[config.mk]
export PLATFORM = sky130hd
export DESIGN_NAME = sram_wake_seq
export DESIGN_NICKNAME = d
export VERILOG_FILES = /design/src/rtl/sram_wake_pkg.sv /design/src/rtl/swk_span_cnt.sv /design/src/rtl/swk_sweep.sv /design/src/rtl/swk_strobe_drv.sv /design/src/rtl/sram_wake_seq.sv
export SDC_FILE = /design/constraint.sdc
export NUM_CORES = 1
export LEC_CHECK = 0
export ABC_CLOCK_PERIOD_IN_PS = 3250
export BUFFER_PORTS_ARGS = -buffer_cell sky130_fd_sc_hd__buf_2
export CAP_MARGIN = 15
export CORE_UTILIZATION = 50
export DETAILED_ROUTE_END_ITERATION = 10
export MAX_ROUTING_LAYER = met4
export PLACE_DENSITY = 0.79
export SLEW_MARGIN = 5
export SYNTH_ARGS = -nofsm -noshare
export SYNTH_HDL_FRONTEND = slang
export SYNTH_SLANG_ARGS = --single-unit
[constraint.sdc]
create_clock -name clk -period 3.25 [get_ports clk]
set_input_delay 0.975 -clock clk [delete_from_list [all_inputs] [get_ports clk]]
set_output_delay 0.975 -clock clk [all_outputs]
set_load 0.01 [all_outputs]
[src/rtl/sram_wake_pkg.sv]
package sram_wake_pkg;

  typedef enum logic [2:0] {
    ST_IDLE   = 3'd0,
    ST_SETTLE = 3'd1,
    ST_ISSUE  = 3'd2,
    ST_DRAIN  = 3'd3,
    ST_DONE   = 3'd4
  } wake_state_e;

  localparam int MIN_READS = 16;

  // Reads per device actually issued: the request, but never below the floor.
  function automatic int eff_reads(input int req);
    return (req < MIN_READS) ? MIN_READS : req;
  endfunction

endpackage

[src/rtl/swk_span_cnt.sv]
// Counts cycles while run is high; last marks the LIMIT-th cycle of the span.
module swk_span_cnt #(
  parameter int LIMIT = 2
) (
  input  logic clk,
  input  logic rst,
  input  logic run,
  output logic last
);
  localparam int CW = (LIMIT > 1) ? $clog2(LIMIT) : 1;

  logic [CW-1:0] cnt_q;

  assign last = run && (cnt_q == CW'(LIMIT - 1));

  always_ff @(posedge clk) begin
    if (rst || !run) begin
      cnt_q <= '0;
    end else if (!last) begin
      cnt_q <= cnt_q + 1'b1;
    end
  end
endmodule

[src/rtl/swk_sweep.sv]
// Walks read index, pass and device in that nesting order, one step per read.
module swk_sweep #(
  parameter int NUM_DEV = 4,
  parameter int RD_EFF  = 16,
  parameter int NPASS   = 1
) (
  input  logic                                  clk,
  input  logic                                  rst,
  input  logic                                  step,
  output logic [((NUM_DEV > 1) ? $clog2(NUM_DEV) : 1)-1:0] dev_idx,
  output logic                                  pass_bit,
  output logic [$clog2(RD_EFF)-1:0]             rd_idx,
  output logic                                  last
);
  localparam int DW = (NUM_DEV > 1) ? $clog2(NUM_DEV) : 1;
  localparam int IW = $clog2(RD_EFF);

  logic [DW-1:0] dev_q;
  logic          pass_q;
  logic [IW-1:0] idx_q;
  logic          idx_end;
  logic          pass_end;
  logic          dev_end;

  assign idx_end  = (idx_q == IW'(RD_EFF - 1));
  assign pass_end = (NPASS == 1) || pass_q;
  assign dev_end  = (dev_q == DW'(NUM_DEV - 1));
  assign last     = idx_end && pass_end && dev_end;

  always_ff @(posedge clk) begin
    if (rst) begin
      dev_q  <= '0;
      pass_q <= 1'b0;
      idx_q  <= '0;
    end else if (step) begin
      if (idx_end) begin
        idx_q <= '0;
        if (pass_end) begin
          pass_q <= 1'b0;
          dev_q  <= dev_q + 1'b1;
        end else begin
          pass_q <= 1'b1;
        end
      end else begin
        idx_q <= idx_q + 1'b1;
      end
    end
  end

  assign dev_idx  = dev_q;
  assign pass_bit = pass_q;
  assign rd_idx   = idx_q;
endmodule

[src/rtl/swk_strobe_drv.sv]
// Output register stage: one active-low select per device plus the address.
module swk_strobe_drv #(
  parameter int NUM_DEV = 4,
  parameter int ADDR_W  = 20,
  parameter int DW      = 2
) (
  input  logic               clk,
  input  logic               rst,
  input  logic               fire,
  input  logic [DW-1:0]      dev_sel,
  input  logic [ADDR_W-1:0]  addr_in,
  output logic [NUM_DEV-1:0] rd_sel_n,
  output logic [ADDR_W-1:0]  addr
);
  for (genvar g = 0; g < NUM_DEV; g++) begin : g_sel
    logic sel_n_q;
    always_ff @(posedge clk) begin
      if (rst) begin
        sel_n_q <= 1'b1;
      end else begin
        sel_n_q <= !(fire && (dev_sel == DW'(g)));
      end
    end
    assign rd_sel_n[g] = sel_n_q;
  end

  logic [ADDR_W-1:0] addr_q;
  always_ff @(posedge clk) begin
    if (rst) begin
      addr_q <= '0;
    end else begin
      addr_q <= fire ? addr_in : '0;
    end
  end
  assign addr = addr_q;
endmodule

[src/rtl/sram_wake_seq.sv]
module sram_wake_seq
  import sram_wake_pkg::*;
#(
  parameter int NUM_DEV       = 4,
  parameter int READS_PER_DEV = 16,
  parameter int ADDR_W        = 20,
  parameter int NARROW        = 0,
  parameter int SEL_BIT       = 3,
  parameter int SETTLE_CYC    = 1000,
  parameter int RD_LAT        = 4
) (
  input  logic               clk,
  input  logic               rst,
  input  logic               init_done,
  output logic [NUM_DEV-1:0] rd_sel_n,
  output logic [ADDR_W-1:0]  addr,
  output logic               ready
);
  localparam int RD_EFF  = eff_reads(READS_PER_DEV);
  localparam int NPASS   = (NARROW != 0) ? 2 : 1;
  localparam int DW      = (NUM_DEV > 1) ? $clog2(NUM_DEV) : 1;
  localparam int IW      = $clog2(RD_EFF);
  localparam int DRAIN_N = (RD_LAT < 1) ? 1 : RD_LAT;

  wake_state_e state_q, state_d;
  logic        settle_run, settle_last;
  logic        drain_run, drain_last;
  logic        fire;
  logic [DW-1:0] dev_idx;
  logic        pass_bit;
  logic [IW-1:0] rd_idx;
  logic        sweep_last;
  logic [ADDR_W-1:0] addr_raw;
  logic        ready_q;

  assign settle_run = (state_q == ST_SETTLE);
  assign drain_run  = (state_q == ST_DRAIN);
  assign fire       = (state_q == ST_ISSUE);

  if (SETTLE_CYC > 0) begin : g_settle
    swk_span_cnt #(.LIMIT(SETTLE_CYC)) u_settle (
      .clk  (clk),
      .rst  (rst),
      .run  (settle_run),
      .last (settle_last)
    );
  end else begin : g_no_settle
    assign settle_last = 1'b0;
  end

  swk_span_cnt #(.LIMIT(DRAIN_N)) u_drain (
    .clk  (clk),
    .rst  (rst),
    .run  (drain_run),
    .last (drain_last)
  );

  swk_sweep #(
    .NUM_DEV (NUM_DEV),
    .RD_EFF  (RD_EFF),
    .NPASS   (NPASS)
  ) u_sweep (
    .clk      (clk),
    .rst      (rst),
    .step     (fire),
    .dev_idx  (dev_idx),
    .pass_bit (pass_bit),
    .rd_idx   (rd_idx),
    .last     (sweep_last)
  );

  // Index in the low bits; on narrow-bus devices one bit carries the pass.
  always_comb begin
    addr_raw = ADDR_W'(rd_idx);
    if (NARROW != 0) begin
      addr_raw[SEL_BIT] = pass_bit;
    end
  end

  always_comb begin
    state_d = state_q;
    unique case (state_q)
      ST_IDLE:   if (init_done) state_d = (SETTLE_CYC > 0) ? ST_SETTLE : ST_ISSUE;
      ST_SETTLE: if (settle_last) state_d = ST_ISSUE;
      ST_ISSUE:  if (sweep_last) state_d = ST_DRAIN;
      ST_DRAIN:  if (drain_last) state_d = ST_DONE;
      ST_DONE:   state_d = ST_DONE;
      default:   state_d = ST_IDLE;
    endcase
  end

  always_ff @(posedge clk) begin
    if (rst) begin
      state_q <= ST_IDLE;
      ready_q <= 1'b0;
    end else begin
      state_q <= state_d;
      ready_q <= (state_d == ST_DONE);
    end
  end

  swk_strobe_drv #(
    .NUM_DEV (NUM_DEV),
    .ADDR_W  (ADDR_W),
    .DW      (DW)
  ) u_drv (
    .clk      (clk),
    .rst      (rst),
    .fire     (fire),
    .dev_sel  (dev_idx),
    .addr_in  (addr_raw),
    .rd_sel_n (rd_sel_n),
    .addr     (addr)
  );

  assign ready = ready_q;
endmodule

# --- After elaboration in Yosys (flattened, before gate mapping) ---
# Cells that the tools add are included.
totals:
  regBits: 46
  latchBits: 0
  ram_bits: 0
  rom_bits: 0
  elab_cells: 53
  memories: 0
op_classes:
  n_addsub: 4
  n_mul: 0
  div_mod_pow: 0
  n_lt_le_gt_ge: 0
  eq_ne: 11
  n_shift: 0
  mux: 6
  bitwise: 1
  reduce_logical: 19
op_table:
  columns: ["operator", "count"]
  rows:
  - ["$pmux 3 s5", 1]
  - ["$mux 3", 4]
  - ["$add 10x1->10 const B", 1]
  - ["$eq 10x10->1 const B", 1]
  - ["$logic_and 1x1->1", 7]
  - ["$eq 2x2->1 const B", 3]
  - ["$eq 3x2->1 const B", 2]
  - ["$eq 3x3->1 const B", 2]
  - ["$logic_not 1->1", 6]
  - ["$add 2x1->2 const B", 2]
  - ["$add 4x1->4 const B", 1]
  - ["$eq 4x4->1 const B", 1]
  - ["$mux 4", 1]
  - ["$eq 3x1->1 const B", 1]
  - ["$logic_not 3->1", 1]
  - ["$eq 2x1->1 const B", 1]
  - ["$logic_not 2->1", 1]
  - ["$logic_or 1x1->1", 2]
  - ["$reduce_and 2->1", 1]
  - ["$reduce_or 2->1", 1]
  - ["$not 1->1", 1]

# --- Longest topological paths before layout ---
# Gate-level depths: netlist of run 1.
depth:
  ltp_word: 5
  depth_mapped: 5

# --- Cells and area by module ---
# A second synthesis of run 1 with hierarchy kept.
hier_totals:
  hier_cells: 174
  area_unflattened_um2: 1838.0
modules_own_cells:
  columns: ["mod", "instances", "cells_each", "area_per_inst_um2", "seq_area_each_um2"]
  rows:
  - ["swk_strobe_drv", 1, 56, 745.7, 480.5]
  - ["swk_span_cnt (g_settle.u_settle)", 1, 58, 511.7, 200.2]
  - ["swk_sweep", 1, 30, 275.3, 120.1]
  - ["sram_wake_seq", 1, 21, 212.7, 80.1]
  - ["swk_span_cnt (u_drain)", 1, 9, 92.6, 40.0]

# --- Least setup slack after synthesis of run 1 ---
# No wires, ideal clock.
synth_timing:
  kind: "input to register"
  start: "input port rst"
  end: "register g_settle.u_settle.cnt_q[3]"
  setup_ns: 0.067
  t_arrival_ns: 2.138
  required_time_ns: 3.183
  path_slack_ns: 1.045
  cell_stages: 5
  path_cell_list: "buf_6 -> or4b_4 -> buf_6 -> or3_1 -> o21ai_2"
synth_between:
  elab_chain_cells: 1
synth_lines:
  columns: ["item", "line_no", "text"]
  rows:
  - ["from (decl)", "sram_wake_seq.sv:13", "input logic rst,"]
  - ["$logic_or 1x1->1", "swk_span_cnt.sv:17", "if (rst || !run) begin"]
  - ["to (signal assigned)", "swk_span_cnt.sv:20", "cnt_q <= cnt_q + 1'b1;"]
  - ["to (decl)", "swk_span_cnt.sv:12", "logic [CW-1:0] cnt_q;"]
# No other way between the ends.
# A chain may end at the register's enable or synchronous reset.

# --- Worst setup path in the final report of run 1 ---
layout_timing:
  start: "input port rst"
  end: "register g_settle.u_settle.cnt_q[1]"
# The elaborated chain is that of the path after synthesis.

==> run_results.csv, run 1 <==
group,metric,value,unit
sta,worst_pin_slew,0.9200,ns
power_and_ir_drop,power,0.6256,mW
global_route,grt_max_degree,18,
power_and_ir_drop,vdd_drop_max,0.3004,mV
clocking,ctsHoldBuffers,0,
route,drc,0,
clocking,cts_tree,"yes",
placed_design,place_hpwl,1.642,mm
placed_design,port_buffers,11,
setup_path,critPathArrivalTime,2.30,ns
route,drtIter0Drc,21,
die,num_rows,19,
setup_path,crit_type,"input pin to flop",
power_and_ir_drop,p_leak,0.5680,nW
clocking,clock-sinks,30,
finish,nFillCells,246,
synthesis,ys_ff_latch,30,
run_status,status,"finished clean",
global_route,overflow,0,
synthesis,synthAdderAreaFrac,6.019,%
setup_path,path_max_fanout,17,
finish,areaGrowthSynthToFinish,1.806,%
setup_path,worstSetupStartpointType,"input pin",
die,pin_count,28,
sta,rsz0062_at_grt,"no",
clocking,clk_path_buf_depth,2,
setup_path,critPathRequiredTime,3.49,ns
setup_path,crit_path_end_kind,"flop",
clocking,cts_resized,0,
setup_path,crit_buf_inv,1,
synthesis,synth.most_common_cell,"dfxtp_1",
hold_path,hold_class,"flop to flop",
global_route,grt_pass1_vias,975,
route,ant_nets,0,
power_and_ir_drop,powerDensity,422.3,nW/um2
setup_path,crit_chain,"buf_2 -> nor4b_1 -> nand2_1 -> mux2i_1",
synthesis,yosys.area.top_type,"dfxtp_1",
synthesis,synthCells,154,
sta,max_freq,486.6,MHz
synthesis,synth-edff-count,0,
route,vias,1033,
die,die_h,55.95,um
die,initial_utilization,52.77,%
placed_design,gp_congestion,0.7653,
clocking,root_buffer,"clkbuf_4",
synthesis,async_flop_share,0,%
sta,slew_headroom,37.80,%
setup_path,slowest_delay,0.79,ns
setup_path,r2r_end,"g_settle.u_settle.cnt_q[1]",
synthesis,netlist-cell-type-count,41,
synthesis,yosysWarnings,0,
clocking,cts_setup_buffers,0,
sta,maxSlewViolCount,0,
sta,setup_viol,0,
job,cap_violations,0,
global_route,grt_pass1_wl,4.036,mm
sta,worst_slack,1.195,ns
finish,fin_nets,172,
die,fp.dieW,55.95,um
sta,fin_crit,2.055,ns
synthesis,syn_avg_cell_area,9.449,um2
synthesis,synth-seq-area-share,41.27,%
clocking,numCtsBuffers,5,
synthesis,yosys-top-cells-area,"dfxtp_1, buf_4, ha_1, nand2_1, mux2i_1",
synthesis,syn_area,1455,um2
setup_path,crit_slowest_cell,"nor4b_1",
finish,layout-drive-gt1-share,14.72,%
setup_path,path_depth,4,
synthesis,synth_compound_area_share,8.942,%
hold_path,hold_end,"g_settle.u_settle.cnt_q[0]",
clocking,path_clk_slew,0.08,ns
hold_path,worstHoldPathCells,2,
sta,fin_skew,0.007475,ns
setup_path,r2r_cells,4,
route,wl_per_cell,11.73,um
route,viasPerCell,5.325,
global_route,grt.total_usage,17.16,%
route,wirelength,2.275,mm
synthesis,synth_top_family_by_area,"simple AND/OR/NAND/NOR gates",
synthesis,ys.flop_type,"dfxtp_1",
sta,fin_tns_setup,0,ns
route,drt_pass1_iterations,4,
setup_path,r2r_start,"g_settle.u_settle.cnt_q[0]",
placed_design,dp_slack,0.8835,ns
hold_path,hp-start,"g_settle.u_settle.cnt_q[0]",
synthesis,ys_top_cells_by_count,"dfxtp_1, buf_4, nand2_1",
synthesis,muxShareOfSynthArea,4.213,%
die,core,2758,um2
setup_path,rrSetupSlack,1.51,ns
clocking,clk_latency,0.32,ns
die,dieArea,3130,um2
sta,fin_crit_sh,63.23,%
finish,diodes,0,
synthesis,synth_xor_area_share,2.408,%
sta,final_hold_viol_count,0,
setup_path,critPathTopFamily,"simple AND/OR/NAND/NOR gates",
global_route,antenna_found_initial,0,
synthesis,yosys.area_share.simple,23.22,%
clocking,cts_max_level,2,
synthesis,netlist.area_leader.share,41.27,%
-- state kept, by name, indices dropped and copies added (netlist names) --
register,count
ready,1
u_drv.g_sel.sel_n_q,4
state_q,3
g_settle.u_settle.cnt_q,10
u_sweep.rd_idx,4
u_drain.cnt_q,2
u_drv.addr,4
u_sweep.dev_idx,2
-- cells in the final DEF (no fill, tap or decap), types with 2 or more instances in the layout --
cell type,synthesis,final
o31ai_1,3,3
or4_1,3,3
or3_1,3,3
xor2_1,2,2
dfxtp_1,30,30
nor2_1,9,9
and2_1,4,4
nor4_1,2,2
inv_1,2,2
clkbuf_4,0,5
nor3b_1,2,2
nand3_1,5,5
nor4b_1,2,2
conb_1,1,16
a21oi_1,7,7
xnor2_1,2,2
nand2b_1,5,5
ha_1,7,7
mux2i_1,5,5
buf_2,3,11
o21ai_0,3,3
nand2_1,14,14
-- where the power goes --
group	switching, mW	internal, mW
clock network	0.121	0.105
registers	0.00520	0.370
logic	0.0174	0.00757
total	0.143	0.482
-- worst reg2reg max path, cell delays in order, from the launching register on --
cell and delay, ns:
dfxtp_1 0.37, ha_1 0.20, nand2_1 0.17, nor4_2 0.63, mux2i_1 0.29
-- layer usage --
layer	global-route usage (%)	wire [um]	part of all wire, %
met1	19.17	983	43
met2	28.06	1130	50
met3	5.116	114	5.0
met4	8.362	46	2.0
met5	-	0	0
-- per-stage QoR --
step | utilization (%) | instances | hold WS [ns] | instance area (um2)
6_report | 53.72 | 194 | 0.4951 | 1481
5_1_grt | 53.72 | 194 | 0.5283 | 1481
3_5_place_dp | 51.54 | 186 | 0.4868 | 1421
3_3_place_gp | 51.54 | 186 | 0.4660 | 1421
4_1_cts | 53.72 | 194 | 0.5000 | 1481
2_1_floorplan | - | 169 | 0.4485 | 1511
-- kinds of logic after synthesis --
kind of cell	after synthesis
and+or+nand+nor	58
muxes	6
AOI/OAI and AO/OA	20
other	1
adders and majority gates	7
buffers and inverters	28
DFF	30
xor gates and xnor gates	4
-- worst max-delay path by stage --
stage	startpoint	end	slack, ns
final	rst	g_settle.u_settle.cnt_q[1]	1.19
after global routing	rst	g_settle.u_settle.cnt_q[1]	0.92
after CTS	rst	g_settle.u_settle.cnt_q[1]	1.21
after detailed placement	rst	g_settle.u_settle.cnt_q[1]	0.88
after global placement	rst	g_settle.u_settle.cnt_q[3]	0.98
after floorplan	rst	g_settle.u_settle.cnt_q[3]	1.04
-- cell type report --
type	count	area, um2	share of cell area [%]
multi-input cells	111	711.9	48.06
flip-flops and latches	30	600.6	40.54
repair buffers	12	62.56	4.223
clock buffers	7	55.05	3.716
well taps	31	38.79	2.618
inverters	2	7.507	0.5068
clock inverters	1	5.005	0.3378
Power figures use the tool's default switching activity.
==> inputs of run 2 (changes only) <==
- ABC_AREA: unset -> 1
- ABC_CLOCK_PERIOD_IN_PS: 3250 -> 1800
- CORE_UTILIZATION: 50 -> 48
- PLACE_DENSITY: 0.79 -> 0.8
- clock period: 3.25 -> 1.8 ns (I/O delays scaled with it)
==> run 2 against run 1 <==
Non-clock buffer count down 1; global-route usage is 2.6 points lower; register-to-register slack got worse by 1.0 ns; sequential cell count did not move; worst setup slack worse by 0.73 ns; highest routed layer unchanged; final cell count is 16% higher; combinational power grew 87%; utilization shrank 0.29 points; the flow now finishes with violations (DRC); hold slack worse by 0.020 ns.
==> run_results.csv, run 2 <==
group,metric,value,unit
sta,fin_crit_sh,74.40,%
sta,fin_tns_setup,0,ns
die,core,2805,um2
global_route,overflow,0,
route,ant_nets,0,
power_and_ir_drop,power,1.138,mW
synthesis,ys_ff_latch,30,
sta,setup_viol,0,
sta,final_hold_viol_count,0,
global_route,grt_pass1_wl,3.429,mm
setup_path,crit_path_end_kind,"flop",
clocking,cts_resized,0,
synthesis,synth.most_common_cell,"dfxtp_1",
setup_path,critPathArrivalTime,1.57,ns
setup_path,crit_type,"flop to flop",
route,drt_pass1_iterations,7,
finish,final_cell_mix,"dfxtp_1, nand2_1, inv_1",
finish,top_register,"g_settle.u_settle.cnt_q",
finish,finalNonFillerCells,225,
synthesis,synth-seq-area-share,41.70,%
synthesis,ys_top_cells_by_count,"dfxtp_1, nand2_1, inv_1",
die,pin_count,28,
synthesis,syn_avg_cell_area,7.957,um2
synthesis,yosys-top-cells-area,"dfxtp_1, buf_4, nand2_1, ha_1, inv_1",
finish,nFillCells,262,
placed_design,port_buffers,11,
setup_path,cpMostUsedCell,"nor2_1",
clocking,cts_setup_buffers,0,
synthesis,synth-edff-count,0,
clocking,ctsHoldBuffers,0,
setup_path,path_max_fanout,4,
setup_path,crit_slowest_cell,"dfxtp_1",
setup_path,crit_chain,"ha_1 -> nand2_1 -> nor2_1 -> nand3_2 -> o21ai_0 -> nor2_1",
run_status,violations,"DRC",
finish,diodes,0,
global_route,grt_max_degree,11,
hold_path,hp-start,"g_settle.u_settle.cnt_q[8]",
synthesis,ys.flop_type,"dfxtp_1",
route,wl_per_cell,9.133,um
route,viasPerCell,4.636,
setup_path,critPathRequiredTime,2.03,ns
power_and_ir_drop,powerDensity,759.1,nW/um2
synthesis,netlist-cell-type-count,23,
clocking,path_clk_slew,0.09,ns
die,initial_utilization,51.34,%
sta,fin_crit,1.339,ns
clocking,clock-sinks,30,
route,vias,1043,
finish,multi_input_area,650.6,um2
global_route,grt.total_usage,14.51,%
finish,layout-drive-gt1-share,15.46,%
synthesis,syn_area,1440,um2
finish,fin_nets,203,
synthesis,netlist.area_leader.share,41.70,%
die,die_h,56.78,um
sta,rsz0062_at_grt,"no",
route,drtIter0Drc,24,
route,drc,11,
hold_path,hold_class,"flop to flop",
route,wirelength,2.055,mm
finish,final_common_cell,"dfxtp_1",
setup_path,worstSetupStartpointType,"flop",
setup_path,critPathLaunch,"g_settle.u_settle.cnt_q[0]",
die,dieArea,3223,um2
power_and_ir_drop,vdd_drop_max,0.4849,mV
setup_path,slowest_delay,0.39,ns
sta,max_freq,746.7,MHz
sta,maxSlewViolCount,0,
job,cap_violations,0,
sta,fin_skew,0.009709,ns
die,fp.dieW,56.78,um
synthesis,yosysWarnings,0,
finish,largest_reg_flops,10,
synthesis,async_flop_share,0,%
clocking,cts_tree,"yes",
global_route,grt_pass1_vias,844,
synthesis,synthCells,181,
placed_design,numPlacedInstances,217,
placed_design,gp_congestion,0.8095,
clocking,cts_max_level,2,
placed_design,place_hpwl,1.486,mm
power_and_ir_drop,p_leak,0.6273,nW
die,num_rows,19,
clocking,root_buffer,"clkbuf_4",
clocking,numCtsBuffers,5,
finish,seqCellArea,600.6,um2
clocking,clk_path_buf_depth,2,
finish,areaGrowthSynthToFinish,4.084,%
run_status,status,"finished, violations left",
synthesis,yosys.area.top_type,"dfxtp_1",
clocking,clk_latency,0.33,ns
global_route,antenna_found_initial,0,
setup_path,r2r_start,"g_settle.u_settle.cnt_q[0]",
-- run 2: cell type report --
class / count / area share [%]
multi-input cells: 121 / 43.41
flip-flops and latches: 30 / 40.07
clock buffers: 6 / 3.422
clock inverters: 2 / 0.8347
inverters: 24 / 6.010
repair buffers: 11 / 3.673
well taps: 31 / 2.588
-- run 2: logic make-up (layout without fill, tap and decap cells) --
group           after synthesis  after routing  synth area share, %
compound gates               23             23                8.167
xor+xnor                      5              5                3.041
fa+ha+maj                     7              7                6.081
buf+inv                      45             43                17.03
flops                        30             30                41.70
other cells                   1             16               0.2604
simple gates                 70             70                23.72
-- run 2: path summary, 6_finish.rpt --
kind / end / slack, ns / depth (start not counted)
max: g_settle.u_settle.cnt_q[1] / 0.46 / 6
min: g_settle.u_settle.cnt_q[8] / 0.48 / 2
max reg2reg: g_settle.u_settle.cnt_q[1] / 0.46 / 6
min reg2reg: g_settle.u_settle.cnt_q[8] / 0.48 / 2
-- run 2: report_power, final --
group          internal [mW]  switching [mW]
combinational         0.0101          0.0365
sequential             0.667         0.00347
clock                  0.188           0.233
total                  0.865           0.273
-- run 2: routing by layer --
metal | track usage (%) | up-vias | wire length, um
li1 | - | 563 | -
met1 | 16.93 | 442 | 991
met2 | 21.26 | 32 | 896
met3 | 6.221 | 6 | 118
met4 | 7.317 | 0 | 49
met5 | - | - | 0
-- run 2: critical path: cells and delay by family (launching register included) --
family	cells	cell delay (ns)
and+or+nand+nor	4	0.45
AOI/OAI and AO/OA	1	0.17
DFF	1	0.39
adders and majority gates	1	0.25
-- run 2: metrics by stage --
stage / util [%] / setup WS [ns] / hold WS (ns) / cell area (um2)
finish: 53.43 / 0.4607 / 0.4755 / 1499
detailed placement: 51.16 / 0.4694 / 0.4684 / 1435
global placement: 51.16 / 0.5117 / 0.4475 / 1435
floorplan: - / 0.5714 / 0.4390 / 1496
global route: 53.43 / 0.2847 / 0.5055 / 1499
CTS: 53.43 / 0.4732 / 0.4847 / 1499
